## src/rtl/nvac_pkg.sv

```systemverilog
package nvac_pkg;

  typedef enum logic [1:0] {
    SEL_ADDR = 2'd0,
    SEL_DATA = 2'd1,
    SEL_CTRL = 2'd2,
    SEL_NONE = 2'd3
  } reg_sel_e;

  localparam int FETCH_BIT = 0;
  localparam int PROG_BIT  = 1;

  localparam int PROG_STALL  = 2;
  localparam int FETCH_STALL = 4;

  // Programming interval in clock cycles, from clock rate and interval length.
  function automatic int unsigned access_ticks(int unsigned khz, int unsigned us);
    int unsigned t;
    t = (khz * us) / 1000;
    return (t == 0) ? 1 : t;
  endfunction

endpackage

```

## src/rtl/nvac_store.sv

```systemverilog
module nvac_store #(
  parameter int AW = 6,
  parameter int DW = 8
) (
  input  logic          clk,
  input  logic          we,
  input  logic [AW-1:0] waddr,
  input  logic [DW-1:0] wdata,
  input  logic [AW-1:0] raddr,
  output logic [DW-1:0] rdata
);
  localparam int DEPTH = 1 << AW;

  // No reset: contents persist across reset.
  logic [DW-1:0] cells [DEPTH];

  always_ff @(posedge clk) begin
    if (we) cells[waddr] <= wdata;
  end

  assign rdata = cells[raddr];

endmodule

```

## src/rtl/nvac_wtimer.sv

```systemverilog
module nvac_wtimer #(
  parameter int unsigned HI_TICKS = 2500,
  parameter int unsigned LO_TICKS = 4000
) (
  input  logic clk,
  input  logic rst_n,
  input  logic start,
  input  logic low_vcc,
  output logic busy,
  output logic done
);
  localparam int unsigned MAXT = (HI_TICKS > LO_TICKS) ? HI_TICKS : LO_TICKS;
  localparam int TW = $clog2(MAXT + 1);

  logic [TW-1:0] cnt_q;

  always_ff @(posedge clk or negedge rst_n) begin
    if (!rst_n)          cnt_q <= '0;
    else if (start)      cnt_q <= low_vcc ? TW'(LO_TICKS) : TW'(HI_TICKS);
    else if (cnt_q != 0) cnt_q <= cnt_q - 1'b1;
  end

  assign busy = (cnt_q != 0);
  assign done = (cnt_q == TW'(1));

  assert_start_busy_R3: assert property (@(posedge clk) disable iff (!rst_n)
    start |=> busy);
  assert_hold_busy_R3: assert property (@(posedge clk) disable iff (!rst_n)
    (busy && !done) |=> busy);
  assert_done_clears_R3: assert property (@(posedge clk) disable iff (!rst_n)
    (done && !start) |=> !busy);

endmodule

```

## src/rtl/nvac_stall.sv

```systemverilog
module nvac_stall (
  input  logic clk,
  input  logic rst_n,
  input  logic prog_go,
  input  logic fetch_go,
  output logic stall
);
  import nvac_pkg::*;

  logic [2:0] cnt_q;

  always_ff @(posedge clk or negedge rst_n) begin
    if (!rst_n)          cnt_q <= '0;
    else if (prog_go)    cnt_q <= 3'(PROG_STALL);
    else if (fetch_go)   cnt_q <= 3'(FETCH_STALL);
    else if (cnt_q != 0) cnt_q <= cnt_q - 1'b1;
  end

  assign stall = (cnt_q != 0);

  assert_prog_stall_R4: assert property (@(posedge clk) disable iff (!rst_n)
    prog_go |=> stall ##1 stall ##1 !stall);
  assert_fetch_stall_R6: assert property (@(posedge clk) disable iff (!rst_n)
    (fetch_go && !prog_go) |=> stall ##1 stall ##1 stall ##1 stall ##1 !stall);

endmodule

```

## src/rtl/nvbyte_access_ctrl.sv

```systemverilog
module nvbyte_access_ctrl #(
  parameter int unsigned CLK_KHZ = 1000,
  parameter int unsigned HI_US   = 2500,
  parameter int unsigned LO_US   = 4000,
  parameter int          AW      = 6
) (
  input  logic       clk,
  input  logic       rst_n,
  input  logic       low_vcc,
  input  logic       reg_wr,
  input  logic [1:0] reg_sel,
  input  logic [7:0] reg_wdata,
  output logic [7:0] reg_rdata,
  output logic       cpu_stall
);
  import nvac_pkg::*;

  localparam int unsigned HI_T = access_ticks(CLK_KHZ, HI_US);
  localparam int unsigned LO_T = access_ticks(CLK_KHZ, LO_US);

  logic [AW-1:0] addr_q;
  logic [7:0]    data_q;
  logic          fetch_q;
  logic          prog_busy, prog_done;
  logic [7:0]    mem_rdata;

  // Named internal events
  logic ctrl_wr, locked, prog_go, fetch_go, addr_wr, data_wr;

  assign ctrl_wr  = reg_wr && (reg_sel == SEL_CTRL);
  assign locked   = prog_busy || fetch_q || cpu_stall;
  assign prog_go  = ctrl_wr && !locked && reg_wdata[PROG_BIT];
  assign fetch_go = ctrl_wr && !locked && reg_wdata[FETCH_BIT] && !reg_wdata[PROG_BIT];
  assign addr_wr  = reg_wr && (reg_sel == SEL_ADDR) && !prog_busy;
  assign data_wr  = reg_wr && (reg_sel == SEL_DATA) && !prog_busy;

  always_ff @(posedge clk or negedge rst_n) begin
    if (!rst_n) begin
      addr_q  <= '0;
      data_q  <= '0;
      fetch_q <= 1'b0;
    end else begin
      fetch_q <= fetch_go;
      if (addr_wr) addr_q <= reg_wdata[AW-1:0];
      if (fetch_q)      data_q <= mem_rdata;
      else if (data_wr) data_q <= reg_wdata;
    end
  end

  nvac_wtimer #(.HI_TICKS(HI_T), .LO_TICKS(LO_T)) u_timer (
    .clk(clk), .rst_n(rst_n), .start(prog_go), .low_vcc(low_vcc),
    .busy(prog_busy), .done(prog_done)
  );

  nvac_stall u_stall (
    .clk(clk), .rst_n(rst_n), .prog_go(prog_go), .fetch_go(fetch_go),
    .stall(cpu_stall)
  );

  nvac_store #(.AW(AW), .DW(8)) u_store (
    .clk(clk), .we(prog_done), .waddr(addr_q), .wdata(data_q),
    .raddr(addr_q), .rdata(mem_rdata)
  );

  always_comb begin
    unique case (reg_sel)
      SEL_ADDR: reg_rdata = 8'(addr_q);
      SEL_DATA: reg_rdata = data_q;
      SEL_CTRL: reg_rdata = {6'b0, prog_busy, fetch_q};
      default:  reg_rdata = 8'h00;
    endcase
  end

  assert_frozen_regs_R7: assert property (@(posedge clk) disable iff (!rst_n)
    prog_busy |=> ($stable(addr_q) && $stable(data_q)));
  assert_fetch_single_R5: assert property (@(posedge clk) disable iff (!rst_n)
    fetch_q |=> !fetch_q);
  assert_prog_wins_R8: assert property (@(posedge clk) disable iff (!rst_n)
    prog_go |=> (!fetch_q && prog_busy));
  assert_no_strobe_idle_R10: assert property (@(posedge clk) disable iff (!rst_n)
    (ctrl_wr && reg_wdata[1:0] == 2'b00 && !cpu_stall && !prog_busy) |=> !cpu_stall);

endmodule

```

## config.mk

```make
export PLATFORM = sky130hd
export DESIGN_NAME = nvbyte_access_ctrl
export DESIGN_NICKNAME = d
export VERILOG_FILES = /design/src/rtl/nvac_pkg.sv /design/src/rtl/nvac_store.sv /design/src/rtl/nvac_wtimer.sv /design/src/rtl/nvac_stall.sv /design/src/rtl/nvbyte_access_ctrl.sv
export SDC_FILE = /design/constraint.sdc
export NUM_CORES = 1
export LEC_CHECK = 0
export BUFFER_PORTS_ARGS = -buffer_cell sky130_fd_sc_hd__buf_2
export CORE_ASPECT_RATIO = 1.5
export CORE_UTILIZATION = 33
export CTS_BUF_LIST = sky130_fd_sc_hd__clkbuf_16
export CTS_CLUSTER_DIAMETER = 150
export CTS_CLUSTER_SIZE = 8
export DETAILED_ROUTE_END_ITERATION = 10
export PLACE_DENSITY = 0.44
export SLEW_MARGIN = 20
export SYNTH_ARGS = -nofsm -noshare
export SYNTH_HDL_FRONTEND = slang
export SYNTH_HIERARCHICAL = 1
export SYNTH_SLANG_ARGS = --single-unit
export TNS_END_PERCENT = 20
```

## constraint.sdc

```tcl
create_clock -name clk -period 3.3 [get_ports clk]
set_input_delay 0.495 -clock clk [delete_from_list [all_inputs] [get_ports clk]]
set_output_delay 0.495 -clock clk [all_outputs]
set_load 0.03 [all_outputs]
```

==> run metrics <==
Yosys cell types=65; Max Cap Viol=0; final clock period utilization by the worst path=a little over nine tenths; RePlAce Congestion=~0.81; endpoints failing hold=0; Power Dens Cells=595.1 nW/um^2; Post-Syn Area=around 22,000 sq um; Post-Syn Instances=1,096; Crit. End Element=flop; first-pass GRT wire length=83,260 microns; multi-input logic area=just over 5000 sq um; DIE AREA=66,830 sq um; Layout area overhead=19.37%; vias in the first global route=about 12,000; CP Max Fanout=16; post-synth top area share=70.83%; fmax=0.3152 GHz; R2R Setup Slk=about 130 ps; IO Port Bufs=22; max-slew violation count=0; ranking of synthesized cells by area=edfxtp_1 71%, mux4_2 13%, dfrtp_1 3.5%; Worst path slowest cell=a2111oi_0; delay-heaviest family, CP=compound AO/OA/AOI/OAI gates; Tot GR Track Use=17.51%; # IOs=23; # setup viols final=0; vias=11,005; final net count=1,301; Post-synth EDFFs=~500; final WL=56,140 microns; filler cell count=5,887; crit path buf inv count=3; DRT antenna net count=0; clk_lat worst skew=600 ps; synth cell count leaders=512 x edfxtp_1, 126 x mux4_2, 93 x nor2_1; Critical Path RT=3740 ps; top-count cell post-synth=edfxtp_1; normalized max-slew margin=44.80%; post-synthesis cell type with the largest combined area=edfxtp_1; largest net degree at the start of global routing=66; GRT overflow=0; Main synth FF type=edfxtp_1; CTS sink count=542; Worst-path clk slew=around 50 ps; layout cells sized above 1=32.19%; CTS Buffer Depth=3; Final Critical Period=3173 ps; Worst setup SP type=flop; final setup skew=21.96 ps; syn avg cell area=roughly 20 sq um; post-DP HPWL=35,930 microns; Inserted Diodes=0; total CTS buffers=77; First-pass DRT Iterations=5; largest stage delay on the critical path=730 ps; critical path's most frequent cell=buf_4; CTS tree=yes; Core Area=64,760 sq um; final hold slack=158.5 ps; num rows=roughly 110; post-synthesis sequential area ratio=74.29%; Initial Util=33.52%; final setup TNS=0 ps; drt first-iter violations=866; post-DR vias/cell=5.046; Die Y=316.1 microns; class of the tightest hold or removal check=input pin to flop; synth warn=6; WS Path Type=flop to flop; die span in x=211.4 microns; initial antenna violation count=0; wire length per cell=between 20 and 30 microns; # H-tree levels=3; CP Cell Sequence=buf_12, mux4_2, nor2b_1, a2111oi_0, buf_4, o41ai_1, buf_4, nand2_1, o21ai_0; asr flop ratio synth=under 10%; syn_nets=1,115; Leakage=0.008248 uW; Register Area=about 16,000 sq um; VDD IR max=roughly 300 uV; root buf cell=clkbuf_16; Arr. time, crit path=approximately 3600 ps; unrepaired setup endpoints after global routing=false; Worst-Margin Slew=about 830 ps; Post-route DRC=0; flops & latches, synth=~540; status=finished clean
## layout make-up
type / instances / share of cell area, %
well taps: 870 / 4.201
flip-flops and latches: 542 / 62.33
multi-input cells: 486 / 20.06
clock buffers: 80 / 7.726
inverters: 9 / 0.1304
clock inverters: 28 / 0.5119
repair buffers: 166 / 5.042
## registers in the layout (all words and copies together) (netlist names)
signal / flops
addr_q: 6
data_q: 8
u_store/cells: 512
u_stall/cnt_q: 3
fetch_q: 1
u_timer/cnt_q: 12
## placed cells by master, fill, tap and decap left out, types with 9 or more instances in the layout
cell type,synthesis,routed
dfrtp_1,30,17
edfxtp_1,512,512
mux2i_1,38,38
nor3_1,11,11
buf_4,15,134
nand2_1,30,30
inv_1,8,31
nor2_1,93,93
nor2b_1,17,17
buf_2,13,22
clkbuf_16,0,80
o21ai_0,13,13
mux2_2,19,19
buf_12,2,9
dfrtp_2,0,10
nand3_1,13,13
mux4_2,126,126
## power by group
part           total [uW]  switching, uW  leakage (uW)  internal (uW)
logic                 679            369       0.00221            310
registers            7670            126       0.00491           7550
clock network        7070           2790       0.00113           4270
total               15400           3290       0.00825          12100
## logic make-up (layout without fill, tap and decap cells)
family                     Yosys count  count (layout)  synth area share [%]
buffers and inverters               68             283                 1.798
and+or+nand+nor                    208             208                 4.779
xor gates and xnor gates             3               3                0.1211
DFF                                542             542                 74.29
adders and majority gates            5               5                0.2882
AOI/OAI and AO/OA                   87              87                 2.911
muxes                              183             183                 15.81
## stage by stage
step | std cells | instance area (sq um) | total power [uW] | setup WS [ps] | util (%)
5_1_grt | 2181 | 25910 | 15950 | 76.14 | 40.01
3_3_place_gp | 2072 | 23760 | 8488 | 145.1 | 36.70
3_5_place_dp | 2072 | 23760 | 8489 | 127.4 | 36.70
4_1_cts | 2181 | 25910 | 15630 | 118.9 | 40.01
6_report | 2181 | 25910 | 15420 | 127.2 | 40.01
2_1_floorplan | 1096 | 21710 | 8252 | 315.9 | -
## path summary, 6_finish.rpt
check,startpoint,end,cells past startpoint
worst max-delay path,addr_q[0],data_q[3],9
worst min-delay path,reg_wdata[3],addr_q[3],2
worst max register to register,addr_q[0],data_q[3],9
worst min register to register,u_stall/cnt_q[1],u_stall/cnt_q[1],1
max in group asynchronous,rst_n,addr_q[0],2
min in group asynchronous,rst_n,u_stall/cnt_q[0],2
## metal layers
| metal | vias up | global-route usage (%) | wire, microns |
|---|---|---|---|
| li1 | 4852 | - | - |
| met1 | 5838 | 21.66 | 22890 |
| met2 | 229 | 30.76 | 29550 |
| met3 | 86 | 2.526 | 1915 |
| met4 | 0 | 6.933 | 1784 |
| met5 | - | 0 | 0 |
## repair_timing
action                                 4_1_cts  5_1_grt
gates resized for setup                      0        1
setup buffers                                0        0
endpoints found under the hold margin       28        0
setup endpoints to repair                    0        6
hold buffers                                 1        0
No activity file was read; power rests on OpenSTA's default activity.
